**src/rtl/lin_brk_sync_pkg.sv**
```systemverilog
package lin_brk_sync_pkg;

    typedef enum logic [2:0] {
        ST_IDLE,
        ST_BREAK,
        ST_DELIM,
        ST_SYNC_START,
        ST_MEASURE,
        ST_LOCKED,
        ST_FAULT
    } det_state_t;

endpackage

```
**src/rtl/lin_bus_edge.sv**
```systemverilog
module lin_bus_edge (
    input  logic clk,
    input  logic rst,
    input  logic line,
    output logic rise,
    output logic fall
);
    logic prev_q;

    always_ff @(posedge clk) begin
        if (rst) prev_q <= 1'b1;
        else     prev_q <= line;
    end

    assign rise = line & ~prev_q;
    assign fall = ~line & prev_q;
endmodule

```
**src/rtl/lin_low_run.sv**
```systemverilog
module lin_low_run #(
    parameter int RUN_MIN = 220,
    parameter int CW      = $clog2(RUN_MIN + 1)
) (
    input  logic clk,
    input  logic rst,
    input  logic en,
    input  logic line,
    output logic hit
);
    logic [CW-1:0] cnt_q;

    always_ff @(posedge clk) begin
        if (rst || !en || line)
            cnt_q <= '0;
        else if (cnt_q != CW'(RUN_MIN))
            cnt_q <= cnt_q + 1'b1;
    end

    // this cycle is the RUN_MIN-th consecutive low sample
    assign hit = en && !line && (cnt_q == CW'(RUN_MIN - 1));
endmodule

```
**src/rtl/lin_span_timer.sv**
```systemverilog
module lin_span_timer #(
    parameter int SW = 8
) (
    input  logic          clk,
    input  logic          rst,
    input  logic          clr,
    output logic [SW-1:0] span
);
    always_ff @(posedge clk) begin
        if (rst)
            span <= '0;
        else if (clr)
            span <= SW'(1);
        else if (span != {SW{1'b1}})
            span <= span + 1'b1;
    end
endmodule

```
**src/rtl/lin_brk_sync.sv**
```systemverilog
module lin_brk_sync
    import lin_brk_sync_pkg::*;
#(
    parameter int NOM_BIT_CLKS = 400,
    parameter int BRK_BITS     = 11,
    parameter int TOL_PCT      = 15,
    parameter int BTW          = $clog2(NOM_BIT_CLKS * (100 + TOL_PCT) / 100 + 1)
) (
    input  logic           clk,
    input  logic           rst,
    input  logic           en,
    input  logic           bus_rx,
    output logic [BTW-1:0] bit_time,
    output logic           header_start,
    output logic           sync_err
);
    localparam int BIT_MIN  = NOM_BIT_CLKS * (100 - TOL_PCT) / 100;
    localparam int BIT_MAX  = NOM_BIT_CLKS * (100 + TOL_PCT) / 100;
    localparam int BRK_MIN  = BRK_BITS * NOM_BIT_CLKS;
    localparam int SPAN_MIN = 2 * BIT_MIN;
    localparam int SPAN_MAX = 2 * BIT_MAX;
    localparam int SW       = $clog2(SPAN_MAX + 2);

    det_state_t    state_q, state_d;
    logic          rise, fall, brk_hit, span_clr;
    logic [SW-1:0] span;
    logic          win_ok, accept;

    lin_bus_edge i_edge (
        .clk  (clk),
        .rst  (rst),
        .line (bus_rx),
        .rise (rise),
        .fall (fall)
    );

    lin_low_run #(.RUN_MIN(BRK_MIN)) i_low_run (
        .clk  (clk),
        .rst  (rst),
        .en   (en),
        .line (bus_rx),
        .hit  (brk_hit)
    );

    lin_span_timer #(.SW(SW)) i_span (
        .clk  (clk),
        .rst  (rst),
        .clr  (span_clr),
        .span (span)
    );

    assign win_ok = (span >= SW'(SPAN_MIN)) && (span <= SW'(SPAN_MAX));

    // next-state logic
    always_comb begin
        state_d = state_q;
        if (!en) begin
            state_d = ST_IDLE;
        end else if (brk_hit) begin
            state_d = ST_BREAK;
        end else begin
            unique case (state_q)
                ST_IDLE:       state_d = ST_IDLE;
                ST_BREAK:      if (rise) state_d = ST_DELIM;
                ST_DELIM:      if (fall)
                                   state_d = (span >= SW'(BIT_MIN)) ? ST_SYNC_START : ST_FAULT;
                ST_SYNC_START: if (rise)
                                   state_d = ST_MEASURE;
                               else if (span > SW'(SPAN_MAX))
                                   state_d = ST_FAULT;
                ST_MEASURE:    if (rise)
                                   state_d = win_ok ? ST_LOCKED : ST_FAULT;
                               else if (span > SW'(SPAN_MAX))
                                   state_d = ST_FAULT;
                ST_LOCKED:     state_d = ST_LOCKED;
                ST_FAULT:      state_d = ST_FAULT;
                default:       state_d = ST_IDLE;
            endcase
        end
    end

    assign span_clr = (state_d != state_q);
    assign accept   = (state_q == ST_MEASURE) && (state_d == ST_LOCKED);

    // state register
    always_ff @(posedge clk) begin
        if (rst) state_q <= ST_IDLE;
        else     state_q <= state_d;
    end

    // output register
    always_ff @(posedge clk) begin
        if (rst) begin
            bit_time     <= '0;
            header_start <= 1'b0;
            sync_err     <= 1'b0;
        end else begin
            header_start <= accept;
            sync_err     <= (state_d == ST_FAULT);
            if (accept)
                bit_time <= BTW'(span >> 1);
        end
    end
endmodule

```
**config.mk**
```make
export PLATFORM = sky130hd
export DESIGN_NAME = lin_brk_sync
export DESIGN_NICKNAME = d
export VERILOG_FILES = /design/src/rtl/lin_brk_sync_pkg.sv /design/src/rtl/lin_bus_edge.sv /design/src/rtl/lin_low_run.sv /design/src/rtl/lin_span_timer.sv /design/src/rtl/lin_brk_sync.sv
export SDC_FILE = /design/constraint.sdc
export NUM_CORES = 1
export LEC_CHECK = 0
export CAP_MARGIN = 25
export CORE_AREA = 2 2 64 72
export DETAILED_ROUTE_END_ITERATION = 8
export DIE_AREA = 0 0 66 74
export GPL_TIMING_DRIVEN = 0
export PLACE_DENSITY = 0.68
export SYNTH_ARGS = -nofsm -noshare
export SYNTH_HDL_FRONTEND = slang
export SYNTH_SLANG_ARGS = --single-unit
```
**constraint.sdc**
```tcl
create_clock -name clk -period 2.42 [get_ports clk]
set_clock_uncertainty 0.05 [all_clocks]
set_input_delay 0.363 -clock clk [delete_from_list [all_inputs] [get_ports clk]]
set_output_delay 0.363 -clock clk [all_outputs]
set_load 0.05 [all_outputs]
```
## Word-level counts from Yosys, hierarchy flattened

Cells that the tools add are included.

| operators by class | value |
|---|---|
| bitwise operators | 4 |
| add/subtract/negate cells | 2 |
| reductions and logical operators | 10 |
| eq/ne operators | 12 |
| multiplexer cells | 12 |
| magnitude comparators | 4 |

Operator list:

| operator | number |
|---|---|
| 3-bit 2-to-1 mux | 8 |
| 3-bit one-hot mux with 6 select lines | 1 |
| 3-bit == test (second input constant) | 5 |
| 13-bit by 1-bit adder with 13-bit output (second input constant) | 1 |
| 13-bit == test (second input constant) | 1 |
| 13-bit != test (second input constant) | 1 |
| 10-bit by 1-bit adder with 10-bit output (second input constant) | 1 |
| 10-bit greater-or-equal comparator (second input constant) | 1 |
| 10-bit by 9-bit greater-or-equal comparator with 1-bit output (second input constant) | 1 |
| 10-bit > comparator (second input constant) | 1 |
| 10-bit <= comparator (second input constant) | 1 |
| 10-bit != test (second input constant) | 1 |
| 3-bit by 2-bit == test with 1-bit output (second input constant) | 2 |
| 1-bit logical AND | 4 |
| 3-bit by 1-bit == test with 1-bit output (second input constant) | 1 |
| 3-bit != test | 1 |
| 1-bit bitwise AND | 2 |
| 1-bit logical NOT | 2 |
| 1-bit logical OR | 2 |
| 1-bit 2-to-1 mux | 2 |
| 2-bit 2-to-1 mux | 1 |
| 1-bit inverter | 2 |
| 2-bit nonzero test | 1 |
| 2-bit OR reduction | 1 |

| word-level totals | value |
|---|---|
| input bits | 4 |
| logic and storage cells | 52 |
| output and inout port bits | 11 |
| bits in registers | 38 |

## Longest topological paths before layout

Gate-level depths: netlist of the first run.

| logic depth | value |
|---|---|
| word-level depth | 9 |
| depth in mapped cells | 8 |
| depth with buffers taken out | 7 |

## Hierarchy

A second synthesis of the first run with hierarchy kept.

| unflattened totals | value |
|---|---|
| cells, all modules | 233 |
| area total of the unflattened synthesis | 2023.2 um^2 |

Modules (own cells, without submodules):

| module | seq. area each (um^2) | cells each | area an instance (um^2) | times used |
|---|---|---|---|---|
| lin_brk_sync | 280.3 | 96 | 792.0 | 1 |
| lin_low_run | 260.2 | 76 | 669.4 | 1 |
| lin_span_timer | 200.2 | 57 | 521.8 | 1 |
| lin_bus_edge | 20.0 | 4 | 40.0 | 1 |

## Worst setup path after synthesis of the first run

Ideal clock, no wire load.

| timing path | value |
|---|---|
| path kind | reg-to-reg |
| from | register state_q[2] |
| to | register bit_time[0] |
| arrival | 1958 ps |
| period minus slack after synthesis | 2136 ps |
| required time | 2242 ps |
| setup time | 128 ps |
| path buffers | 1 |
| stages on the path, launching flop included | 8 |
| setup slack | 284 ps |
| cell sequence | dfxtp_1 > or3b_4 > a2111oi_4 > o21ai_2 > a2111oi_4 > buf_6 > mux2i_1 > nor2_1 |

| on the way | value |
|---|---|
| longest elaborated chain between the ends | 7 |
| elaborated cells on any way between the ends | 16 |
| classes of those cells | 7 x eq/ne; 8 x mux; 1 x reduce/logical |

Ends and longest elaborated chain:

| what | RTL line | text |
|---|---|---|
| start, declared | lin_brk_sync.sv:24 | `det_state_t state_q, state_d;` |
| start signal, assigned | lin_brk_sync.sv:88 | `else state_q <= state_d;` |
| 3-bit 2-to-1 mux | lin_brk_sync.sv:69, lin_brk_sync.sv:73 |  |
| 3-bit 2-to-1 mux (on tied branches) | lin_brk_sync.sv:71, lin_brk_sync.sv:67 |  |
| 3-bit one-hot mux with 6 select lines | lin_brk_sync.sv:62 | `unique case (state_q)` |
| 3-bit 2-to-1 mux | lin_brk_sync.sv:59 | `end else if (brk_hit) begin` |
| 3-bit 2-to-1 mux | lin_brk_sync.sv:57 | `if (!en) begin` |
| 3-bit == test | lin_brk_sync.sv:83 | `assign accept = (state_q == ST_MEASURE) && (state_d == ST_LOCKED);` |
| 1-bit logical AND (*) | lin_brk_sync.sv:83 |  |
| end signal, assigned | lin_brk_sync.sv:101 | `bit_time <= BTW'(span >> 1);` |
| end, declared | lin_brk_sync.sv:13 | `output logic [BTW-1:0] bit_time,` |

Every way passes the cells marked *; elsewhere a longest branch is shown, timed or not.
A chain may end at the register's enable or synchronous reset.

## Worst setup path in the final report of the first run

| timing path | value |
|---|---|
| from | register state_q[2] |
| to | register bit_time[1] |

Same word-level chain as after synthesis.

==> run_results.csv, run 1 <==
group,metric,value,unit
detailed_routing,drt_pre_antenna_iters,4,
worst_setup_path,worstSetupStartpointType,"flip-flop",
synthesis,synthCells,235,
worst_setup_path,crit_start,"state_q[2]",
global_routing,grt_first_pass_wirelength,7.13,mm
worst_setup_path,worstPathMaxFanout,5,
global_routing,grt_overflow,0,
final_layout,register_area,761,sq um
final_layout,multi_input_area,1200,sq um
worst_setup_path,r2r_start,"state_q[2]",
clock_network,clk_pin_slew,0.07,ns
worst_setup_path,worstPathArrival,2.39,ns
die,dieArea,4880,sq um
clock_network,cts_tree,"built",
worst_setup_path,reg2reg_depth,7,
worst_setup_path,endpoint_kind,"flip-flop",
sta,maxSlewHeadroom,64.5,%
placement,io_buffers,14,
hold_path,hold_class,"input pin to flip-flop",
pwr,vdd_drop_max,431,uV
final_layout,layout.cells.most_common,"dfxtp_1",
synthesis,ys.flop_type,"dfxtp_1",
run_status,status,"complete, no violations",
global_routing,grt_antenna_before_repair,0,
global_routing,grt_max_degree,13,
clock_network,ctsHoldBuffers,0,
die,die_h,74,microns
detailed_routing,antenna_left,0,
detailed_routing,drtIter0Drc,104,
pwr,p_leak,0.000833,uW
final_layout,area_delta_synth_final,19.5,%
sta,tightestPinTransition,0.532,ns
final_layout,fin_util,57.5,%
final_layout,nFillCells,409,
synthesis,synth_edf_count,0,
clock_network,cts_buffer_depth,2,
synthesis,synth_nets,243,
final_layout,finalInstanceArea,2410,sq um
detailed_routing,vias,1749,
pwr,p_per_area,468,nW/um^2
final_layout,layout-drive-gt1-share,12.5,%
synthesis,yosys_warnings,0,
worst_setup_path,worstSetupPathType,"flip-flop to flip-flop",
synthesis,ys_seq_area_share,37.7,%
hold_path,min-delay-start,"bus_rx",
die,die_x,66,microns
hold_path,holdPathStages,3,
detailed_routing,drt-wirelength-per-cell,13.7,microns
final_layout,antennaDiodeCount,0,
clock_network,numCtsBuffers,5,
clock_network,clock_sinks,38,
placement,gp_congestion,0.832,
final_layout,final_nets,270,
sta,maxSlewViolCount,0,
synthesis,synth.distinct_cells,46,
worst_setup_path,worstPathRequired,2.53,ns
synthesis,synth-async-reset-ratio,0,%
die,core_area,4190,sq um
global_routing,grt_pass1_vias,1562,
placement,place_area,2220,sq um
clock_network,insertion_delay,0.29,ns
final_layout,final_cells,317,
sta,finalCriticalPeriod,2.28,ns
synthesis,avgSynthCellArea,8.58,sq um
global_routing,track_usage,19.0,%
clock_network,cts_root_buf,"clkbuf_8",
sta,setup_violations,0,
die,start_util,48.1,%
sta,hold_viol,0,
detailed_routing,totalWireLength,4.35,mm
placement,place_inst,303,
synthesis,syn_area,2020,sq um
sta,fmax,0.438,GHz
flow_run,cap_violations,0,
clock_network,cts_max_level,2,
final_layout,final_cell_mix,"dfxtp_1 (38), nor2_1 (34), nand3_1 (15)",
pwr,total_power,1130,uW
detailed_routing,drc_errors,0,
placement,hpwl,2.97,mm
synthesis,ys_ff_latch,38,
detailed_routing,vias_per_cell,5.52,
die,pin_count,15,
die,num_rows,25,
sta,fin_crit_sh,94.3,%
[cell usage after synthesis (all sizes together) (3+ instances only)]
master	number	share of area, %
xor2	3	1.3
nand2	8	1.5
buf	7	2.0
xnor2	11	4.8
nand4	5	1.6
a21o	4	1.5
and3	9	2.8
dfxtp	38	38
clkbuf	5	0.93
mux2i	10	5.0
nand3	15	3.7
nor3b	3	1.1
a21oi	6	1.5
or3	6	1.9
nor2b	3	0.93
ha	4	2.5
o21ai	13	3.4
nor3	11	3.0
a22oi	3	1.1
nor2	34	6.3
inv	10	1.9
[per-layer routing]
metal | up-vias | track usage (%) | part of all wire, %
met2 | 22 | 31.4 | 48
met4 | 0 | 6.80 | 1.9
met5 | - | 0 | 0
met3 | 9 | 4.99 | 2.6
met1 | 825 | 24.0 | 47
li1 | 893 | - | -
[registers in the layout (all words and copies together) (netlist names)]
signal and count:
i_span.span 10, state_q 3, sync_err 1, header_start 1, i_edge.prev_q 1, bit_time 9
i_low_run.cnt_q 13
[worst paths after layout]
kind	to	slack, ns
min reg2reg	bit_time[8]	0.42
min	i_edge.prev_q	0.42
max reg2reg	bit_time[1]	0.14
max	bit_time[1]	0.14
[report_power, final]
part / total (uW) / leakage [uW] / internal [uW] / switching (uW)
clock: 447 / 0.0000472 / 229 / 219
combinational: 44.8 / 0.000478 / 17.3 / 27.4
sequential: 637 / 0.000307 / 631 / 6.40
total: 1130 / 0.000833 / 877 / 253
[through the flow]
stage               setup slack [ns]  TNS [ns]  hold WS (ns)
finish                         0.138         0         0.416
detailed placement            -0.398     -4.54         0.416
floorplan                      0.284         0         0.392
global placement              -0.381     -4.19         0.406
CTS                           0.0389         0         0.433
global route                 -0.0340    -0.112         0.455
[worst max-delay path, cell delays in order, from the launching register on]
cell and delay (ns):
dfxtp_1 0.39, or3b_4 0.44, a2111oi_4 0.25, o21ai_2 0.12, a2111oi_4 0.43, buf_2 0.24, mux2i_1 0.19, nor2_1 0.05
[repair_timing]
| item | 4_1_cts | 5_1_grt |
|---|---|---|
| resized for setup | 1 | 12 |
| gates cloned | 0 | 2 |
| buffers inserted | 2 | 2 |
| endpoints found under the setup margin | 10 | 18 |
| pin swaps | 1 | 5 |
[cell families after synthesis]
logic type	after synthesis	share of synthesized area [%]
flops	38	37.7
buf+inv	22	4.84
xor+xnor	14	6.08
compound gates	40	15.9
simple gates	107	28.0
fa+ha+maj	4	2.48
mux	10	4.96
[area by class of cell]
class	instances	share of cell area [%]
Inverter	10	1.56
Buffer	12	2.70
Multi-Input combinational cell	176	50.0
Clock buffer	6	3.43
Timing Repair Buffer	19	7.47
Clock inverter	2	0.519
Tap cell	54	2.80
Sequential cell	38	31.6
Note: power is estimated with default switching activity, not from simulation.
==> inputs of run 2 (changes only) <==
--- a/config.mk
+++ b/config.mk
@@ -11,6 +11,7 @@
 export DIE_AREA = 0 0 66 74
 export GPL_TIMING_DRIVEN = 0
 export PLACE_DENSITY = 0.68
+export RECOVER_POWER = 25
 export SYNTH_ARGS = -nofsm -noshare
 export SYNTH_HDL_FRONTEND = slang
 export SYNTH_SLANG_ARGS = --single-unit
==> run_results.csv, run 2 (synthesized netlist as in run 1, its figures left out) <==
group,metric,value,unit
worst_setup_path,worstPathRequired,2.53,ns
worst_setup_path,endpoint_kind,"flip-flop",
pwr,p_leak,0.000833,uW
detailed_routing,vias,1749,
detailed_routing,vias_per_cell,5.52,
die,dieArea,4880,sq um
detailed_routing,totalWireLength,4.35,mm
die,die_x,66,microns
worst_setup_path,path_buf_inv,1,
sta,holdWs,0.416,ns
final_layout,layout-drive-gt1-share,12.5,%
worst_setup_path,slowest_stage,"or3b_4",
worst_setup_path,cp_top_family,"compound AO/OA/AOI/OAI gates",
sta,fin_crit_sh,94.3,%
global_routing,track_usage,19.0,%
global_routing,grt_max_degree,13,
detailed_routing,drt-wirelength-per-cell,13.7,microns
final_layout,antennaDiodeCount,0,
worst_setup_path,worstPathMaxFanout,5,
detailed_routing,drtIter0Drc,104,
final_layout,nFillCells,409,
placement,place_area,2220,sq um
sta,setup_violations,0,
worst_setup_path,slowest_delay,0.44,ns
final_layout,largest_reg_flops,13,
detailed_routing,drt_pre_antenna_iters,4,
clock_network,cts_root_buf,"clkbuf_8",
worst_setup_path,worstSetupPathType,"flip-flop to flip-flop",
final_layout,largest_registers,"i_low_run.cnt_q (13), i_span.span (10), bit_time (9)",
final_layout,layout.cells.most_common,"dfxtp_1",
placement,pre_cts_slack,-0.398,ns
final_layout,final_cell_mix,"dfxtp_1 (38), nor2_1 (34), nand3_1 (15)",
detailed_routing,drc_errors,0,
final_layout,finalInstanceArea,2410,sq um
clock_network,cts_buffer_depth,2,
sta,maxSlewHeadroom,64.5,%
final_layout,area_delta_synth_final,19.5,%
flow_run,cap_violations,0,
global_routing,grt_first_pass_wirelength,7.13,mm
die,die_h,74,microns
clock_network,clock_sinks,38,
global_routing,grt_antenna_before_repair,0,
final_layout,regMostFlops,"i_low_run.cnt_q",
clock_network,insertion_delay,0.29,ns
die,num_rows,25,
pwr,vdd_drop_max,431,uV
worst_setup_path,worstPathArrival,2.39,ns
global_routing,grt_pass1_vias,1562,
sta,fmax,0.438,GHz
detailed_routing,top_layer,"met4",
sta,tightestPinTransition,0.532,ns
detailed_routing,wl_met2,2.11,mm
final_layout,final_cells,317,
clock_network,numCtsBuffers,5,
sta,finalCriticalPeriod,2.28,ns
worst_setup_path,path_cells,"or3b_4 > a2111oi_4 > o21ai_2 > a2111oi_4 > buf_2 > mux2i_1 > nor2_1",
detailed_routing,met3_length,113,microns
clock_network,cts_tree,"built",
clock_network,clk_pin_slew,0.07,ns
placement,io_buffers,14,
global_routing,grt_overflow,0,
final_layout,final_nets,270,
die,pin_count,15,
pwr,p_per_area,468,nW/um^2
run_status,status,"complete, no violations",
worst_setup_path,path_common_cell,"a2111oi_4",
worst_setup_path,worstSetupStartpointType,"flip-flop",
sta,setup_slack,0.138,ns
clock_network,cts_max_level,2,
sta,maxSlewViolCount,0,
placement,place_inst,303,
placement,gp_congestion,0.832,
detailed_routing,wl_met1,2.05,mm
hold_path,hold_class,"input pin to flip-flop",
die,start_util,48.1,%
placement,hpwl,2.97,mm
die,core_area,4190,sq um
detailed_routing,antenna_left,0,
sta,hold_viol,0,
## run 2: cell types whose count changed in the layout (fill, tap and decap cells not counted), sizes merged
| cell | before | now |
|---|---|---|
| clkdlybuf4s50 | 12 | 11 |
| dlygate4sd3 | 0 | 1 |
## run 2: path summary, 6_finish.rpt
check	start	to	slack, ns	cells after the start
setup / recovery	state_q[2]	bit_time[1]	0.14	7
hold reg to reg	bit_time[8]	bit_time[8]	0.42	2
setup reg to reg	state_q[2]	bit_time[1]	0.14	7
hold / removal	bus_rx	i_edge.prev_q	0.42	3
## run 2: per-layer routing
metal  global-route usage, %  vias to the layer above
met4                    6.80                        0
met2                    31.4                       22
met5                       0                        -
met1                    24.0                      825
li1                        -                      893
met3                    4.99                        9
## run 2: area by class of cell
type                    count  area [sq um]  share of cell area, %
multi-input cells         176          1200                   50.0
flip-flops and latches     38           761                   31.6
repair buffers             19           180                   7.47
clock buffers               6          82.6                   3.43
well taps                  54          67.6                   2.80
plain buffers              12          65.1                   2.70
inverters                  10          37.5                   1.56
clock inverters             2          12.5                  0.519
## run 2: worst min-delay path, cell delays in order
cell	delay [ns]
dlymetal6s2s_1	0.21
nor2_1	0.10
inv_1	0.05
## run 2: through the flow
stage / power, uW / utilization, % / TNS, ns
finish: 1130 / 57.5 / 0
global route: 1170 / 57.5 / -0.112
CTS: 1140 / 55.9 / 0
detailed placement: 695 / 53.1 / -4.54
global placement: 694 / 53.1 / -4.19
floorplan: 678 / - / 0
## run 2: power by group
part | switching [uW] | internal [uW]
clock network | 219 | 229
logic | 27.4 | 17.0
registers | 6.40 | 631
total | 253 | 877
## run 2: timing repair
item,4_1_cts,5_1_grt
gates cloned,0,2
pin swaps,1,5
setup buffers,2,2
hold buffers,0,0
setup endpoints to repair,10,18
gates resized for setup,1,12
==> inputs of run 3 (changes only) <==
--- a/config.mk
+++ b/config.mk
@@ -7,6 +7,7 @@
 export LEC_CHECK = 0
 export CAP_MARGIN = 25
 export CORE_AREA = 2 2 64 72
+export CTS_CLUSTER_SIZE = 20
 export DETAILED_ROUTE_END_ITERATION = 8
 export DIE_AREA = 0 0 66 74
 export GPL_TIMING_DRIVEN = 0
==> results of run 3 <==
Final layout, timing and power as in run 2 (identical DEF).
